File: src/rtl/cwf_pkg.sv
package cwf_pkg;
  typedef enum logic [1:0] {
    ENG_IDLE,
    ENG_WB,
    ENG_FREQ,
    ENG_FWAIT
  } eng_state_e;
endpackage

File: src/rtl/cwf_line_store.sv
module cwf_line_store #(
  parameter int LINES  = 4,
  parameter int WORDS  = 4,
  parameter int DATA_W = 16,
  parameter int TAG_W  = 4
) (
  input  logic                               clk,
  input  logic                               rst_n,
  input  logic [$clog2(LINES)-1:0]           a_idx,
  output logic [TAG_W-1:0]                   a_tag,
  output logic [WORDS-1:0]                   a_valid,
  output logic [WORDS-1:0][DATA_W-1:0]       a_data,
  input  logic [$clog2(LINES)-1:0]           b_idx,
  output logic [TAG_W-1:0]                   b_tag,
  output logic [WORDS-1:0]                   b_valid,
  output logic [WORDS-1:0]                   b_dirty,
  output logic [WORDS-1:0][DATA_W-1:0]       b_data,
  input  logic                               inst_en,
  input  logic [TAG_W-1:0]                   inst_tag,
  input  logic                               fill_en,
  input  logic [$clog2(WORDS)-1:0]           fill_off,
  input  logic [DATA_W-1:0]                  fill_data,
  input  logic                               clr_en,
  input  logic [$clog2(WORDS)-1:0]           clr_off,
  input  logic                               cw_en,
  input  logic [$clog2(LINES)-1:0]           cw_idx,
  input  logic [$clog2(WORDS)-1:0]           cw_off,
  input  logic [DATA_W-1:0]                  cw_data
);
  logic [TAG_W-1:0]             tag_q  [LINES];
  logic [WORDS-1:0]             val_q  [LINES];
  logic [WORDS-1:0]             dir_q  [LINES];
  logic [WORDS-1:0][DATA_W-1:0] data_q [LINES];

  logic fill_take;
  assign fill_take = fill_en && !val_q[b_idx][fill_off];

  assign a_tag   = tag_q[a_idx];
  assign a_valid = val_q[a_idx];
  assign a_data  = data_q[a_idx];
  assign b_tag   = tag_q[b_idx];
  assign b_valid = val_q[b_idx];
  assign b_dirty = dir_q[b_idx];
  assign b_data  = data_q[b_idx];

  always_ff @(posedge clk or negedge rst_n) begin
    if (!rst_n) begin
      for (int i = 0; i < LINES; i++) begin
        tag_q[i] <= '0;
        val_q[i] <= '0;
        dir_q[i] <= '0;
      end
    end else begin
      if (inst_en) begin
        tag_q[b_idx] <= inst_tag;
        val_q[b_idx] <= '0;
        dir_q[b_idx] <= '0;
      end
      if (fill_take) val_q[b_idx][fill_off] <= 1'b1;
      if (clr_en) dir_q[b_idx][clr_off] <= 1'b0;
      if (cw_en) begin
        val_q[cw_idx][cw_off] <= 1'b1;
        dir_q[cw_idx][cw_off] <= 1'b1;
      end
    end
  end

  always_ff @(posedge clk) begin
    if (fill_take) data_q[b_idx][fill_off] <= fill_data;
    if (cw_en) data_q[cw_idx][cw_off] <= cw_data;
  end


  cw_sets_word_chk: assert property (@(posedge clk) disable iff (!rst_n)
    cw_en |=> (val_q[$past(cw_idx)][$past(cw_off)] && dir_q[$past(cw_idx)][$past(cw_off)]));


  fill_keeps_present_chk: assert property (@(posedge clk) disable iff (!rst_n)
    (fill_en && val_q[b_idx][fill_off] && !(cw_en && cw_idx == b_idx && cw_off == fill_off))
    |=> (data_q[$past(b_idx)][$past(fill_off)] == $past(data_q[b_idx][fill_off])));
endmodule

File: src/rtl/cwf_fill_seq.sv
module cwf_fill_seq
  import cwf_pkg::*;
#(
  parameter int ADDR_W = 8,
  parameter int LINES  = 4,
  parameter int WORDS  = 4,
  parameter int DATA_W = 16
) (
  input  logic                                  clk,
  input  logic                                  rst_n,
  input  logic                                  evict_go,
  input  logic                                  fill_go,
  input  logic [$clog2(LINES)-1:0]              go_idx,
  input  logic [ADDR_W-$clog2(LINES)-$clog2(WORDS)-1:0] go_tag,
  input  logic [$clog2(WORDS)-1:0]              go_off,
  input  logic [ADDR_W-$clog2(LINES)-$clog2(WORDS)-1:0] b_tag,
  input  logic [WORDS-1:0]                      b_valid,
  input  logic [WORDS-1:0]                      b_dirty,
  input  logic [WORDS-1:0][DATA_W-1:0]          b_data,
  input  logic                                  mem_rvalid,
  output logic                                  mem_req,
  output logic                                  mem_we,
  output logic [ADDR_W-1:0]                     mem_addr,
  output logic [DATA_W-1:0]                     mem_wdata,
  output logic [$clog2(LINES)-1:0]              eng_idx,
  output logic [ADDR_W-$clog2(LINES)-$clog2(WORDS)-1:0] eng_tag,
  output logic                                  inst_en,
  output logic                                  fill_en,
  output logic [$clog2(WORDS)-1:0]              fill_off,
  output logic                                  clr_en,
  output logic [$clog2(WORDS)-1:0]              clr_off,
  output logic                                  eng_idle,
  output logic                                  eng_arrive
);
  localparam int OFF_W = $clog2(WORDS);
  localparam int IDX_W = $clog2(LINES);
  localparam int TAG_W = ADDR_W - IDX_W - OFF_W;
  localparam logic [OFF_W-1:0] LAST_K = OFF_W'(WORDS - 1);

  function automatic logic [OFF_W-1:0] wrap_off(logic [OFF_W-1:0] crit, logic [OFF_W-1:0] k);
    return crit + k;
  endfunction

  function automatic logic [OFF_W-1:0] first_dirty(logic [WORDS-1:0] d);
    logic [OFF_W-1:0] r;
    r = '0;
    for (int i = WORDS - 1; i >= 0; i--) if (d[i]) r = OFF_W'(i);
    return r;
  endfunction

  eng_state_e       st_q;
  logic [IDX_W-1:0] idx_q;
  logic [TAG_W-1:0] tag_q;
  logic [OFF_W-1:0] crit_q, k_q, cur_off, fd;
  logic             any_dirty;

  assign cur_off    = wrap_off(crit_q, k_q);
  assign fd         = first_dirty(b_dirty);
  assign any_dirty  = |b_dirty;
  assign eng_idx    = idx_q;
  assign eng_tag    = tag_q;
  assign fill_off   = cur_off;
  assign clr_off    = fd;
  assign eng_idle   = (st_q == ENG_IDLE);
  assign eng_arrive = (st_q == ENG_FWAIT) && mem_rvalid;

  always_comb begin
    mem_req   = 1'b0;
    mem_we    = 1'b0;
    mem_addr  = '0;
    mem_wdata = '0;
    inst_en   = 1'b0;
    fill_en   = 1'b0;
    clr_en    = 1'b0;
    case (st_q)
      ENG_WB: begin
        if (any_dirty) begin
          mem_req   = 1'b1;
          mem_we    = 1'b1;
          mem_addr  = {b_tag, idx_q, fd};
          mem_wdata = b_data[fd];
          clr_en    = 1'b1;
        end else begin
          inst_en = 1'b1;
        end
      end
      ENG_FREQ: begin
        mem_req  = 1'b1;
        mem_addr = {tag_q, idx_q, cur_off};
      end
      ENG_FWAIT: fill_en = mem_rvalid;
      default: ;
    endcase
  end

  always_ff @(posedge clk or negedge rst_n) begin
    if (!rst_n) begin
      st_q   <= ENG_IDLE;
      idx_q  <= '0;
      tag_q  <= '0;
      crit_q <= '0;
      k_q    <= '0;
    end else begin
      case (st_q)
        ENG_IDLE: begin
          if (evict_go) begin
            idx_q <= go_idx;
            tag_q <= go_tag;
            st_q  <= ENG_WB;
          end else if (fill_go) begin
            idx_q  <= go_idx;
            tag_q  <= go_tag;
            crit_q <= go_off;
            k_q    <= '0;
            st_q   <= ENG_FREQ;
          end
        end
        ENG_WB:   if (!any_dirty) st_q <= ENG_IDLE;
        ENG_FREQ: st_q <= ENG_FWAIT;
        ENG_FWAIT: begin
          if (mem_rvalid) begin
            if (k_q == LAST_K) st_q <= ENG_IDLE;
            else begin
              k_q  <= k_q + 1'b1;
              st_q <= ENG_FREQ;
            end
          end
        end
        default: st_q <= ENG_IDLE;
      endcase
    end
  end


  wb_only_dirty_chk: assert property (@(posedge clk) disable iff (!rst_n)
    (mem_req && mem_we) |-> b_dirty[mem_addr[OFF_W-1:0]]);


  install_empty_chk: assert property (@(posedge clk) disable iff (!rst_n)
    inst_en |=> (b_valid == '0 && b_dirty == '0));


  resp_expected_chk: assert property (@(posedge clk) disable iff (!rst_n)
    mem_rvalid |-> (st_q == ENG_FWAIT));
endmodule

File: src/rtl/cwf_line_fill.sv
module cwf_line_fill
  import cwf_pkg::*;
#(
  parameter int ADDR_W = 8,
  parameter int LINES  = 4,
  parameter int WORDS  = 4,
  parameter int DATA_W = 16
) (
  input  logic              clk,
  input  logic              rst_n,
  input  logic              cpu_req,
  input  logic              cpu_we,
  input  logic [ADDR_W-1:0] cpu_addr,
  input  logic [DATA_W-1:0] cpu_wdata,
  output logic              cpu_ack,
  output logic [DATA_W-1:0] cpu_rdata,
  output logic              mem_req,
  output logic              mem_we,
  output logic [ADDR_W-1:0] mem_addr,
  output logic [DATA_W-1:0] mem_wdata,
  input  logic              mem_rvalid,
  input  logic [DATA_W-1:0] mem_rdata
);
  localparam int OFF_W = $clog2(WORDS);
  localparam int IDX_W = $clog2(LINES);
  localparam int TAG_W = ADDR_W - IDX_W - OFF_W;

  function automatic logic [OFF_W-1:0] addr_off(logic [ADDR_W-1:0] a);
    return a[OFF_W-1:0];
  endfunction
  function automatic logic [IDX_W-1:0] addr_idx(logic [ADDR_W-1:0] a);
    return a[OFF_W +: IDX_W];
  endfunction
  function automatic logic [TAG_W-1:0] addr_tag(logic [ADDR_W-1:0] a);
    return a[ADDR_W-1 -: TAG_W];
  endfunction

  logic [OFF_W-1:0]             c_off;
  logic [IDX_W-1:0]             c_idx;
  logic [TAG_W-1:0]             c_tag;
  logic [TAG_W-1:0]             a_tag, b_tag, eng_tag;
  logic [WORDS-1:0]             a_valid, b_valid, b_dirty;
  logic [WORDS-1:0][DATA_W-1:0] a_data, b_data;
  logic [IDX_W-1:0]             eng_idx;
  logic [OFF_W-1:0]             fill_off, clr_off;
  logic inst_en, fill_en, clr_en, eng_idle, eng_arrive;
  logic tag_hit, word_here, arr_match, rd_ack, wr_ack, evict_go, fill_go;

  assign c_off = addr_off(cpu_addr);
  assign c_idx = addr_idx(cpu_addr);
  assign c_tag = addr_tag(cpu_addr);

  // Named lookup events
  assign tag_hit   = (a_tag == c_tag);
  assign word_here = a_valid[c_off];
  assign arr_match = eng_arrive && (c_idx == eng_idx) && (c_tag == eng_tag)
                   && (c_off == fill_off) && !word_here;
  assign rd_ack    = cpu_req && !cpu_we && ((tag_hit && word_here) || arr_match);
  assign wr_ack    = cpu_req && cpu_we && tag_hit;
  assign evict_go  = cpu_req && eng_idle && !tag_hit;
  assign fill_go   = cpu_req && eng_idle && !cpu_we && tag_hit && !word_here;

  assign cpu_ack   = rd_ack || wr_ack;
  assign cpu_rdata = arr_match ? mem_rdata : a_data[c_off];

  cwf_line_store #(.LINES(LINES), .WORDS(WORDS), .DATA_W(DATA_W), .TAG_W(TAG_W)) u_store (
    .clk(clk), .rst_n(rst_n),
    .a_idx(c_idx), .a_tag(a_tag), .a_valid(a_valid), .a_data(a_data),
    .b_idx(eng_idx), .b_tag(b_tag), .b_valid(b_valid), .b_dirty(b_dirty), .b_data(b_data),
    .inst_en(inst_en), .inst_tag(eng_tag),
    .fill_en(fill_en), .fill_off(fill_off), .fill_data(mem_rdata),
    .clr_en(clr_en), .clr_off(clr_off),
    .cw_en(wr_ack), .cw_idx(c_idx), .cw_off(c_off), .cw_data(cpu_wdata)
  );

  cwf_fill_seq #(.ADDR_W(ADDR_W), .LINES(LINES), .WORDS(WORDS), .DATA_W(DATA_W)) u_seq (
    .clk(clk), .rst_n(rst_n),
    .evict_go(evict_go), .fill_go(fill_go),
    .go_idx(c_idx), .go_tag(c_tag), .go_off(c_off),
    .b_tag(b_tag), .b_valid(b_valid), .b_dirty(b_dirty), .b_data(b_data),
    .mem_rvalid(mem_rvalid),
    .mem_req(mem_req), .mem_we(mem_we), .mem_addr(mem_addr), .mem_wdata(mem_wdata),
    .eng_idx(eng_idx), .eng_tag(eng_tag),
    .inst_en(inst_en), .fill_en(fill_en), .fill_off(fill_off),
    .clr_en(clr_en), .clr_off(clr_off),
    .eng_idle(eng_idle), .eng_arrive(eng_arrive)
  );


  read_source_chk: assert property (@(posedge clk) disable iff (!rst_n)
    (cpu_ack && !cpu_we) |-> (a_valid[c_off] || mem_rvalid));


  hit_no_mem_read_chk: assert property (@(posedge clk) disable iff (!rst_n)
    (cpu_req && !cpu_we && tag_hit && word_here && eng_idle) |=> !(mem_req && !mem_we));
endmodule

File: config.mk
export PLATFORM = sky130hd
export DESIGN_NAME = cwf_line_fill
export DESIGN_NICKNAME = d
export VERILOG_FILES = /design/src/rtl/cwf_pkg.sv /design/src/rtl/cwf_line_store.sv /design/src/rtl/cwf_fill_seq.sv /design/src/rtl/cwf_line_fill.sv
export SDC_FILE = /design/constraint.sdc
export NUM_CORES = 1
export LEC_CHECK = 0
export CAP_MARGIN = 20
export CORE_UTILIZATION = 35
export CTS_CLUSTER_DIAMETER = 80
export DETAILED_ROUTE_END_ITERATION = 8
export PLACE_DENSITY_LB_ADDON = 0.15
export SYNTH_ARGS = -nofsm -noshare
export SYNTH_HDL_FRONTEND = slang
export SYNTH_SLANG_ARGS = --single-unit
File: constraint.sdc
create_clock -name clk -period 10 [get_ports clk]
set_clock_uncertainty 0.05 [all_clocks]
set_input_delay 2 -clock clk [delete_from_list [all_inputs] [get_ports clk]]
set_output_delay 2 -clock clk [all_outputs]
set_load 0.05 [all_outputs]
# ---- After elaboration in Yosys (flattened, before gate mapping)
# Memories as Yosys holds them, arrays and structs flattened.
# Cells that the tools add are included.
dict set report classes {
  add_sub_neg 2
  magnitude_cmp 10
  n_eq_ne 14
  mux 82
  n_bitwise 11
  n_reduce_logical 35
}
# operator n
set ops {}
lappend ops {{$mux W16} 13}
lappend ops {{$mux W64} 2}
lappend ops {{$bmux W16 S2} 2}
lappend ops {{$demux W16 S2} 2}
lappend ops {{$mux W4} 16}
lappend ops {{$and A16 B16 Y16} 3}
lappend ops {{$or A16 B16 Y16} 3}
lappend ops {{$bmux W4 S2} 5}
lappend ops {{$demux W4 S2} 4}
lappend ops {{$not A16 Y16} 2}
lappend ops {{$mux W2} 15}
lappend ops {{$logic_and A1 B1 Y1} 21}
lappend ops {{$bwmux W16} 1}
lappend ops {{$pmux W8 S2} 1}
lappend ops {{$mux W1} 12}
lappend ops {{$lt A2 B3 Y1 const B} 3}
lappend ops {{$eq A4 B4 Y1} 2}
lappend ops {{$mux W8} 1}
lappend ops {{$ne A2 B2 Y1 const B} 4}
lappend ops {{$pmux W2 S4} 1}
lappend ops {{$demux W1 S2} 3}
lappend ops {{$eq A2 B2 Y1 const B} 3}
lappend ops {{$ge A2 B1 Y1 const B} 3}
lappend ops {{$ge A3 B3 Y1 const B} 2}
lappend ops {{20 further kinds} 30}
dict set report totals {
  regBits 60
  ramBits 256
  input_bits 45
  out_inout_bits 43
  elab_cells 172
  n_memories 1
}
# name words word_bits rd rd_ports_with_merged_regs wr line
set memory_table {}
lappend memory_table {u_store.data_q 4 64 2 0 2 cwf_line_store.sv:33} ;# logic [WORDS-1:0][DATA_W-1:0] data_q [LINES];

# ---- Longest topological paths before layout
# Gate-level depths: netlist (run 1).
dict set report logic_depth {
  depth_word 19
  depth_mapped 9
  mapped_depth_nobuf 7
}

# ---- Hierarchy
# From an unflattened synthesis (run 1), not the netlist that was laid out.
dict set report hier_totals {
  cells_unflattened 1170
  area_unflattened_um2 18738.0
}
# mod n_inst cells_each area_each_um2 seq_area_each_um2
set by_module_without_submodules {}
lappend by_module_without_submodules {cwf_line_store 1 960 16605.9 8888.5}
lappend by_module_without_submodules {cwf_fill_seq 1 146 1263.7 300.3}
lappend by_module_without_submodules {cwf_line_fill 1 64 868.3 0.0}

# ---- Least setup slack after synthesis (run 1)
# OpenSTA, ideal clock, no wires.
dict set report synth_path {
  kind {input to output}
  from {input port cpu_addr[2]}
  to {output port cpu_rdata[10]}
  arrival_ps 4391
  required_time_ps 7950
  setup_slack_ps 3559
  stages 6
  path_buffers 3
  cell_sequence {buf_2 buf_2 buf_1 mux4_2 mux4_2 mux2_2}
}
dict set report synth_via {
  elab_chain_len 9
  elab_cells_between_ends 16
  cone_classes {1 x eq/ne; 8 x mux; 1 x bitwise; 5 x reduce/logical; 1 x memory}
}
# item line
set synth_rtl {}
lappend synth_rtl {{start: declaration} cwf_line_fill.sv:13} ;# input logic [ADDR_W-1:0] cpu_addr,
lappend synth_rtl {{$not A2 Y3 (implied by the code)} cwf_line_store.sv:39} ;# assign a_valid = val_q[a_idx];
lappend synth_rtl {{$bmux W4 S2} cwf_line_store.sv:39}
lappend synth_rtl {{$mux W4 (implied by the code) (2 in a row)} cwf_line_store.sv:39}
lappend synth_rtl {{$bmux W1 S2} cwf_line_fill.sv:55} ;# assign word_here = a_valid[c_off];
lappend synth_rtl {{$mux W1 (implied by the code)} cwf_line_fill.sv:55}
lappend synth_rtl {{$logic_not A1 Y1} cwf_line_fill.sv:57} ;# && (c_off == fill_off) && !word_here;
lappend synth_rtl {{$logic_and A1 B1 Y1} cwf_line_fill.sv:57}
lappend synth_rtl {{$mux W16 *} cwf_line_fill.sv:64} ;# assign cpu_rdata = arr_match ? mem_rdata : a_data[c_off];
lappend synth_rtl {{end: declaration} cwf_line_fill.sv:16} ;# output logic [DATA_W-1:0] cpu_rdata,
# Mark *: on every way between the ends. The rest lies on a longest branch, timed or not. The select of a mux whose other input is x is not followed.

# ---- Worst setup path in the final report (run 1)
dict set report layout_path {
  from {input port cpu_addr[3]}
  to {output port cpu_rdata[7]}
}
# The elaborated chain is that of the path after synthesis.

==> reports/qor.csv, run 1 <==
metric,value,unit
Sum Neg Setup Slack,0,ps
Post-Syn Area,0.0187,mm^2
Slew Limit Fails,0,
max frequency,0.123,GHz
Synth Area in Compound Gates,3.84,%
Post-Place Worst Slack,1750,ps
nature of the critical path endpoint,output pin,
register area share after synthesis,49.3,%
CORE AREA,0.0527,mm^2
DP HPWL,35.2,mm
Num CTS Buffers,39,
Hold Startpoint,u_store.dir_q[12],
main flop type after synthesis,edfxtp_1,
yosys warns,0,
TritonCTS clock tree,done,
Crit Path Max Fanout,42,
fillers,4827,
final net count,1291,
Pwr Total,0.00486,W
die area,0.0542,mm^2
Hold Buf Count CTS,0,
CTS sink cnt,316,
Cells after Synth,1175,
crit path time final,8110,ps
hold path cells,2,
H-tree depth,2,
asr flop ratio synth,19.0,%
top cell type's share of synthesized area,41.2,%
Slew @ Worst Pin,1030,ps
final setup margin,1890,ps
P per Cell Area,226,mW/mm^2
Post CTS Setup Buffer Count,0,
routed wire length,59.9,mm
Skew-Pair Late Insertion Delay,560,ps
first-pass GRT wire length,86.2,mm
syn_nets,1227,
GP Congestion,0.791,
cells on worst reg2reg path,5,
hold path endpoint,u_store.dir_q[12],
Max Cap Violations,0,
Initial Utilization,35.4,%
synthesized area per cell,15.9,um^2
Crit path arrival time,6060,ps
First DRT Iteration DRCs,982,
top-count cell post-synth,mux2_2,
Port-buffer cells,87,
mux contribution to synthesized area,38.0,%
GRT Total Usage,22.5,%
GRT overflow,0,
CTS clock-pin slew for the worst setup and hold paths,60,ps
worst path required time,7950,ps
Ports,88,
Clk Tree Root Cell,clkbuf_16,
WL/cell,30.6,um
Die Height,233,um
largest net degree at the start of global routing,61,
layout cells sized above 1,46.0,%
"EDFF count, synth",256,
Post-synth top cells,"mux2_2 (295), edfxtp_1 (256), mux4_2 (162)",
clk buf depth,3,
"area leader, netlist",edfxtp_1,
status,completed,
P_leak,7.26,nW
antenna-violating nets left,0,
Worst setup SP type,input pin,
DRC violation count after routing,0,
largest family of logic cells by synthesized area,multiplexers,
initial antenna violation count,2,
FP Rows,84,
top post-synthesis cells by area,"edfxtp_1 (41%), mux4_2 (20%), mux2_2 (18%)",
synth unique cells,53,
# setup viols final,0,
die span in x,233,um
r2r setup slk,5290,ps
RR Startpoint,u_seq.eng_idx[0],
Synth Area in XOR/XNOR,0.778,%
crit share post-route,81.1,%
Rel. slew slack,31.3,%
WS Path Type,input pin to output pin,
Worst IR Drop VDD,0.000121,V
RSZ-0062 raised after global routing,no,
worst r2r dst,u_store.data_q[1][55],
drt first pass iters,6,
vias in the first global route,12100,
Adder-Cell Fraction of Synth Area,0.470,%
Syn-to-layout area delta,15.0,%
#FFs+latches synth,316,
Hold Crit Class,flip-flop to flip-flop,
Vias,11700,
Final Hold Viols,0,
Synth Area in Simple Gates,4.76,%
cts repair resizes,0,
average via count per standard cell,5.99,
## sequential cells by signal (all words and copies together) (netlist names)
register and count:
u_seq.k_q 2, u_store.tag_q 16, u_store.dir_q 16, u_store.val_q 16, u_seq.crit_q 2, u_seq.eng_tag 4
u_store.data_q 256, u_seq.eng_idx 2, u_seq.st_q 2
## area by class of cell
class / instances / area, um^2 / area share, %
Inverter: 11 / 41.3 / 0.192
Antenna cell: 1 / 2.50 / 0.0117
Tap cell: 688 / 861 / 4.01
Timing Repair Buffer: 132 / 1190 / 5.56
Clock buffer: 61 / 1110 / 5.17
Clock inverter: 10 / 115 / 0.536
Sequential cell: 316 / 9200 / 42.9
Multi-Input combinational cell: 739 / 8940 / 41.7
## power by group
group          internal [W]  switching, W
Combinational      0.000724       0.00106
Clock              0.000816      0.000565
Sequential          0.00152      0.000174
## metal layers
layer  track usage, %  part of all wire [%]
met5                0                 0.018
met4             7.19                   2.6
met3             4.07                   6.1
met2             36.4                    48
met1             30.6                    43
## kinds of logic after synthesis
| family | Yosys count |
|---|---|
| XOR/XNOR | 15 |
| AND/OR/NAND/NOR | 145 |
| flip-flops | 316 |
| multiplexers | 468 |
| adder cells (fa/ha/maj) | 7 |
| buffers and inverters | 120 |
| AO/OA/AOI/OAI | 104 |
## worst max path at each step
stage / endpoint / from / cells past startpoint / slack, ps
after floorplan: cpu_rdata[10] / cpu_addr[2] / 6 / 3560
after global placement: cpu_rdata[10] / cpu_addr[3] / 9 / 1690
after detailed placement: cpu_rdata[6] / cpu_addr[3] / 9 / 1750
after CTS: cpu_rdata[7] / cpu_addr[3] / 9 / 1740
after global routing: cpu_rdata[11] / cpu_addr[3] / 9 / 1520
final: cpu_rdata[7] / cpu_addr[3] / 9 / 1890
## cell usage in the layout (no fill, tap or decap), types with 13 or more instances in the layout
master and n:
nand2_1 22, clkdlybuf4s50_1 82, a221o_1 13, a21o_1 13
nor2_1 27, clkbuf_1 18, o21ai_0 35, o22ai_1 15
clkbuf_16 40, buf_4 46, nand2b_1 17, nor3_1 21
mux2_2 295, edfxtp_1 256, mux4_2 162, dfrtp_1 58
## critical path, stage by stage
cell	delay, ps
buf_4	570
buf_4	660
xor2_1	140
nor4_1	260
nand3_1	160
nor2_2	670
buf_4	420
mux2_2	380
clkdlybuf4s50_1	700
## through the flow
stage                     utilization [%]  cell area (um^2)  hold WS (ps)  cells
after global placement               38.4             20200           435   1886
after floorplan                         -             18700           417   1175
final                                40.8             21500           459   1958
after global routing                 40.8             21500           485   1958
after CTS                            40.7             21500           461   1957
after detailed placement             38.4             20200           442   1886
Note: power is estimated with default switching activity, not from simulation.
==> inputs of run 2 (changes only) <==
==> constraint.sdc (replaced) <==
create_clock -name clk -period 8.4 [get_ports clk]
set_clock_uncertainty 0.05 [all_clocks]
set_input_delay 1.68 -clock clk [delete_from_list [all_inputs] [get_ports clk]]
set_output_delay 1.68 -clock clk [all_outputs]
set_load 0.05 [all_outputs]
==> reports/qor.csv, run 2 (same netlist as run 1, synthesis figures left out) <==
metric,value,unit,change
status,completed,,unchanged
die area,0.0542,mm^2,unchanged
largest net degree at the start of global routing,61,,unchanged
layout cells sized above 1,46.8,%,was 46.0%
Initial Utilization,35.4,%,unchanged
Port-buffer cells,87,,unchanged
CORE AREA,0.0527,mm^2,unchanged
RR Startpoint,u_seq.eng_idx[1],,was u_seq.eng_idx[0]
WS Path Type,input pin to output pin,,unchanged
Sum Neg Setup Slack,0,ps,unchanged
GP Congestion,0.790,,was 0.791
routed wire length,59.9,mm,about the same
cell mode on critical path,buf_4,,unchanged
die span in x,233,um,unchanged
First DRT Iteration DRCs,1153,,was 982
r2r setup slk,4120,ps,was 5290 ps
Ant. Diodes,0,,was 1
GRT Total Usage,22.7,%,was 22.5%
final net count,1296,,was 1291
Syn-to-layout area delta,15.6,%,was 15.0%
Post CTS Setup Buffer Count,0,,unchanged
Slew Limit Fails,0,,unchanged
cells on worst reg2reg path,5,,unchanged
Vias,11600,,was 11700
Hold Buf Count CTS,0,,unchanged
max reg flops,256,,unchanged
RSZ-0062 raised after global routing,no,,unchanged
"commonest non-fill, non-tap cell in the layout",mux2_2,,unchanged
Crit Path Max Fanout,51,,was 42
P per Cell Area,272,mW/mm^2,was 226 mW/mm^2
CTS sink cnt,316,,unchanged
max frequency,0.150,GHz,
DRC violation count after routing,0,,unchanged
critical path cell sequence,"buf_4, inv_1, mux4_2, mux2i_1, nor2_2, buf_4, mux2_2, clkdlybuf4s50_1",,"was buf_4, buf_4, xor2_1, nor4_1, nand3_1, nor2_2, buf_4, mux2_2, clkdlybuf4s50_1"
Util after Layout,41.0,%,was 40.8%
antenna-violating nets left,0,,unchanged
first-pass GRT wire length,86.9,mm,was 86.2 mm
fillers,4799,,was 4827
WL/cell,30.6,um,about the same
crit path time final,6660,ps,
H-tree depth,2,,unchanged
Skew-Pair Late Insertion Delay,550,ps,was 560 ps
GRT overflow,0,,unchanged
vias in the first global route,12000,,was 12100
average via count per standard cell,5.93,,was 5.99
Worst IR Drop VDD,0.000236,V,was 0.000121 V
crit share post-route,79.3,%,
Final Hold Viols,0,,unchanged
CP max stage delay,710,ps,was 700 ps
CTS clock-pin slew for the worst setup and hold paths,50,ps,was 60 ps
register with the most flip-flops,u_store.data_q,,unchanged
Hold Crit Class,flip-flop to flip-flop,,unchanged
Crit path arrival time,4930,ps,was 6060 ps
drt first pass iters,5,,was 6
worst r2r dst,u_store.data_q[3][28],,was u_store.data_q[1][55]
# setup viols final,0,,unchanged
"Slowest-stage cell, CP",clkdlybuf4s50_1,,unchanged
nature of the critical path endpoint,output pin,,unchanged
P_leak,7.33,nW,was 7.26 nW
Clk Tree Root Cell,clkbuf_16,,unchanged
worst path required time,6670,ps,was 7950 ps
most frequent cells in the layout,"mux2_2 (295), edfxtp_1 (256), mux4_2 (162)",,unchanged
hold path endpoint,u_store.dir_q[0],,was u_store.dir_q[12]
Max Cap Violations,0,,unchanged
DP HPWL,35.8,mm,was 35.2 mm
Slew @ Worst Pin,1070,ps,was 1030 ps
Ports,88,,unchanged
FP Rows,84,,unchanged
initial antenna violation count,1,,was 2
Hold Startpoint,u_store.dir_q[0],,was u_store.dir_q[12]
Rel. slew slack,28.0,%,was 31.3%
Die Height,233,um,unchanged
Worst setup SP type,input pin,,unchanged
hold path cells,2,,unchanged
Num CTS Buffers,39,,unchanged
cts repair resizes,0,,unchanged
clk buf depth,3,,unchanged
TritonCTS clock tree,done,,unchanged
run 2: cell types whose count changed in the layout (fill, tap and decap cells not counted), sizes merged:
cell / delta
clkbuf: -10
clkinv: +9
buf: +5
bufinv: +2
inv: -2
diode: -1
run 2: how the worst max path moves through the flow:
stage | start | endpoint | slack [ps] | cells past startpoint
floorplan | cpu_addr[2] | cpu_rdata[10] | 2600 | 6
global placement | cpu_addr[3] | cpu_rdata[6] | 1790 | 8
detailed placement | cpu_addr[3] | cpu_rdata[6] | 1740 | 8
CTS | u_seq.eng_idx[0] | cpu_rdata[6] | 1570 | 9
global route | u_seq.eng_idx[0] | cpu_rdata[5] | 1330 | 9
finish | cpu_addr[3] | cpu_rdata[4] | 1740 | 8
run 2: cell type report:
cell class,count,area [um^2],share of cell area [%]
inverters,11,41.3,0.191
flip-flops and latches,316,9200,42.6
clock inverters,19,185,0.859
multi-input cells,739,8940,41.5
repair buffers,137,1230,5.70
clock buffers,51,1110,5.16
well taps,688,861,3.99
run 2: through the flow:
step	cell area [um^2]	cells	hold WS, ps	power (W)	setup slack [ps]
floorplan	18700	1175	417	0.00341	2600
global placement	20300	1891	437	0.00416	1790
detailed placement	20300	1891	441	0.00417	1740
CTS	21600	1961	459	0.00591	1570
global route	21600	1961	470	0.00610	1330
finish	21600	1961	470	0.00587	1740
run 2: metal layers:
metal  vias to the layer above  GRT usage, %  part of all wire (%)
met4                         0          5.96                   2.4
met3                        78          3.74                   5.0
met5                         -             0                     0
met1                      6236          30.9                    44
met2                       376          37.3                    49
li1                       4930             -                     -
run 2: worst max-delay path: cells and delay by family:
kind	cells	cell delay [ps]
buffers and inverters	4	2020
muxes	3	950
and+or+nand+nor	1	250
run 2: power by group:
| part | total (W) | internal (W) | switching, W |
|---|---|---|---|
| registers | 0.00198 | 0.00181 | 0.000167 |
| clock network | 0.00173 | 0.00105 | 0.000677 |
| logic | 0.00216 | 0.000867 | 0.00129 |
| total | 0.00587 | 0.00373 | 0.00214 |
==> inputs of run 3 (changes only) <==
==> constraint.sdc (replaced) <==
create_clock -name clk -period 5.7 [get_ports clk]
set_clock_uncertainty 0.05 [all_clocks]
set_input_delay 1.14 -clock clk [delete_from_list [all_inputs] [get_ports clk]]
set_output_delay 1.14 -clock clk [all_outputs]
set_load 0.05 [all_outputs]
==> reports/qor.csv, run 3 (same netlist as run 1, synthesis figures left out) <==
metric,value,unit,change
largest net degree at the start of global routing,61,,unchanged
CORE AREA,0.0527,mm^2,unchanged
Sequential Power Share,34.3,%,was 33.7%
most frequent cells in the layout,"mux2_2 (295), edfxtp_1 (256), mux4_2 (162)",,unchanged
final setup margin,759,ps,was 1740 ps
Ant. Diodes,0,,unchanged
critical path cell sequence,"mux4_2, or4b_1, buf_4, o22ai_1, nor3_1, buf_4",,"was buf_4, inv_1, mux4_2, mux2i_1, nor2_2, buf_4, mux2_2, clkdlybuf4s50_1"
Hold Startpoint,u_store.dir_q[12],,was u_store.dir_q[0]
Logic pwr share,37.8,%,was 36.8%
Worst setup SP type,flip-flop,,was input pin
Vias,11700,,was 11600
Int Pwr,0.00529,W,was 0.00373 W
Crit Path Max Fanout,35,,was 51
Slew @ Worst Pin,900,ps,was 1070 ps
fillers,4833,,was 4799
cells on worst reg2reg path,5,,unchanged
clk buf depth,3,,unchanged
Post-Place Worst Slack,931,ps,was 1740 ps
Min Hold Slack,460,ps,was 470 ps
CTS sink cnt,316,,unchanged
worst path required time,4510,ps,was 6670 ps
RSZ-0062 raised after global routing,no,,unchanged
Crit path arrival time,3750,ps,was 4930 ps
Initial Utilization,35.4,%,unchanged
CP max stage delay,980,ps,was 710 ps
Num CTS Buffers,38,,was 39
Skew-Pair Late Insertion Delay,560,ps,was 550 ps
vias in the first global route,12000,,about the same
antenna-violating nets left,0,,unchanged
Final Hold Viols,0,,unchanged
DP HPWL,37.9,mm,was 35.8 mm
TritonCTS clock tree,done,,unchanged
P_sw,0.00316,W,was 0.00214 W
first-pass GRT wire length,87.4,mm,was 86.9 mm
CTS clock-pin slew for the worst setup and hold paths,50,ps,about the same
placed instance area,0.0204,mm^2,was 0.0203 mm^2
DRC violation count after routing,0,,unchanged
P per Cell Area,392,mW/mm^2,was 272 mW/mm^2
max frequency,0.202,GHz,
cts repair resizes,0,,unchanged
Switching Fraction,37.4,%,was 36.4%
routed wire length,60.1,mm,was 59.9 mm
initial antenna violation count,0,,was 1
Clk Tree Root Cell,clkbuf_16,,unchanged
layout cells sized above 1,51.0,%,was 46.8%
Max Cap Violations,0,,unchanged
Rel. slew slack,40.0,%,was 28.0%
Syn-to-layout area delta,15.7,%,was 15.6%
cell mode on critical path,buf_4,,unchanged
First DRT Iteration DRCs,1013,,was 1153
register with the most flip-flops,u_store.data_q,,unchanged
GRT Total Usage,22.8,%,was 22.7%
P_leak,7.45,nW,was 7.33 nW
Slew Limit Fails,0,,unchanged
die span in x,233,um,unchanged
Hold Buf Count CTS,0,,unchanged
H-tree depth,2,,unchanged
GP Congestion,0.820,,was 0.790
# setup viols final,0,,unchanged
RR Startpoint,u_seq.eng_idx[0],,was u_seq.eng_idx[1]
"Slowest-stage cell, CP",or4b_1,,was clkdlybuf4s50_1
Ports,88,,unchanged
WS Path Type,flip-flop to output pin,,was input pin to output pin
max reg flops,256,,unchanged
crit path time final,4940,ps,
nature of the critical path endpoint,output pin,,unchanged
clock network power share,28.0,%,was 29.5%
average via count per standard cell,5.94,,was 5.93
FP Rows,84,,unchanged
drt first pass iters,5,,unchanged
final net count,1316,,was 1296
status,completed,,unchanged
crit share post-route,86.7,%,
die area,0.0542,mm^2,unchanged
Sum Neg Setup Slack,0,ps,unchanged
"commonest non-fill, non-tap cell in the layout",mux2_2,,unchanged
GRT overflow,0,,unchanged
Port-buffer cells,87,,unchanged
WL/cell,30.4,um,was 30.6 um
hold path cells,2,,unchanged
Hold Crit Class,flip-flop to flip-flop,,unchanged
Worst IR Drop VDD,0.000249,V,was 0.000236 V
Die Height,233,um,unchanged
Post CTS Setup Buffer Count,0,,unchanged
post-route cell area,0.0216,mm^2,about the same
Worst Setup SP,u_seq.eng_idx[1],,was cpu_addr[3]
run 3: cell count changes in the layout (fill, tap and decap cells not counted), moves of 4 or more:
cell and delta:
clkdlybuf4s50_1 -40, buf_4 +54, clkinv_1 -4, buf_12 +7
run 3: worst paths after layout:
path	end	slack, ps
max in group asynchronous	u_seq.eng_idx[1]	4240
min	u_store.dir_q[12]	460
max	mem_wdata[9]	760
min reg2reg	u_store.dir_q[12]	460
max reg2reg	u_store.data_q[1][8]	1850
min in group asynchronous	u_seq.eng_tag[0]	720
run 3: per-layer routing:
metal  wire [um]  part of all wire [%]  track usage [%]  up-vias
li1            -                     -                -     4980
met1       26500                    44             31.5     6291
met2       29000                    48             37.1      374
met3        3250                   5.4             4.09       71
met4        1380                   2.3             5.84        0
met5           0                     0                0        -
run 3: worst max-delay path, delay by kind of cell (launching register included):
family,cells,cell delay (ps)
simple gates,2,1070
buf+inv,2,560
flops,1,860
compound gates,1,190
mux,1,520
run 3: cell type report:
type                       instances  area [um^2]  area share, %
timing repair buffer             158         1380           6.37
clock buffer                      43         1010           4.68
multi-input combinational        739         8940           41.4
sequential                       316         9200           42.6
inverter                          11         41.3          0.191
clock inverter                    19          166          0.771
tap                              688          861           3.99
run 3: per-stage QoR:
step	total power, W	util (%)	cells
floorplan	0.00503	-	1175
global placement	0.00614	38.8	1912
detailed placement	0.00616	38.8	1912
CTS	0.00854	41.0	1974
global route	0.00883	41.0	1974
finish	0.00846	41.0	1974
run 3: power by group through the flow:
stage,clock network [W],logic (W),registers (W)
2_1_floorplan,0,0.00223,0.00279
3_3_place_gp,0,0.00320,0.00294
3_5_place_dp,0,0.00321,0.00294
4_1_cts,0.00242,0.00322,0.00290
5_1_grt,0.00251,0.00339,0.00293
6_report,0.00237,0.00319,0.00290
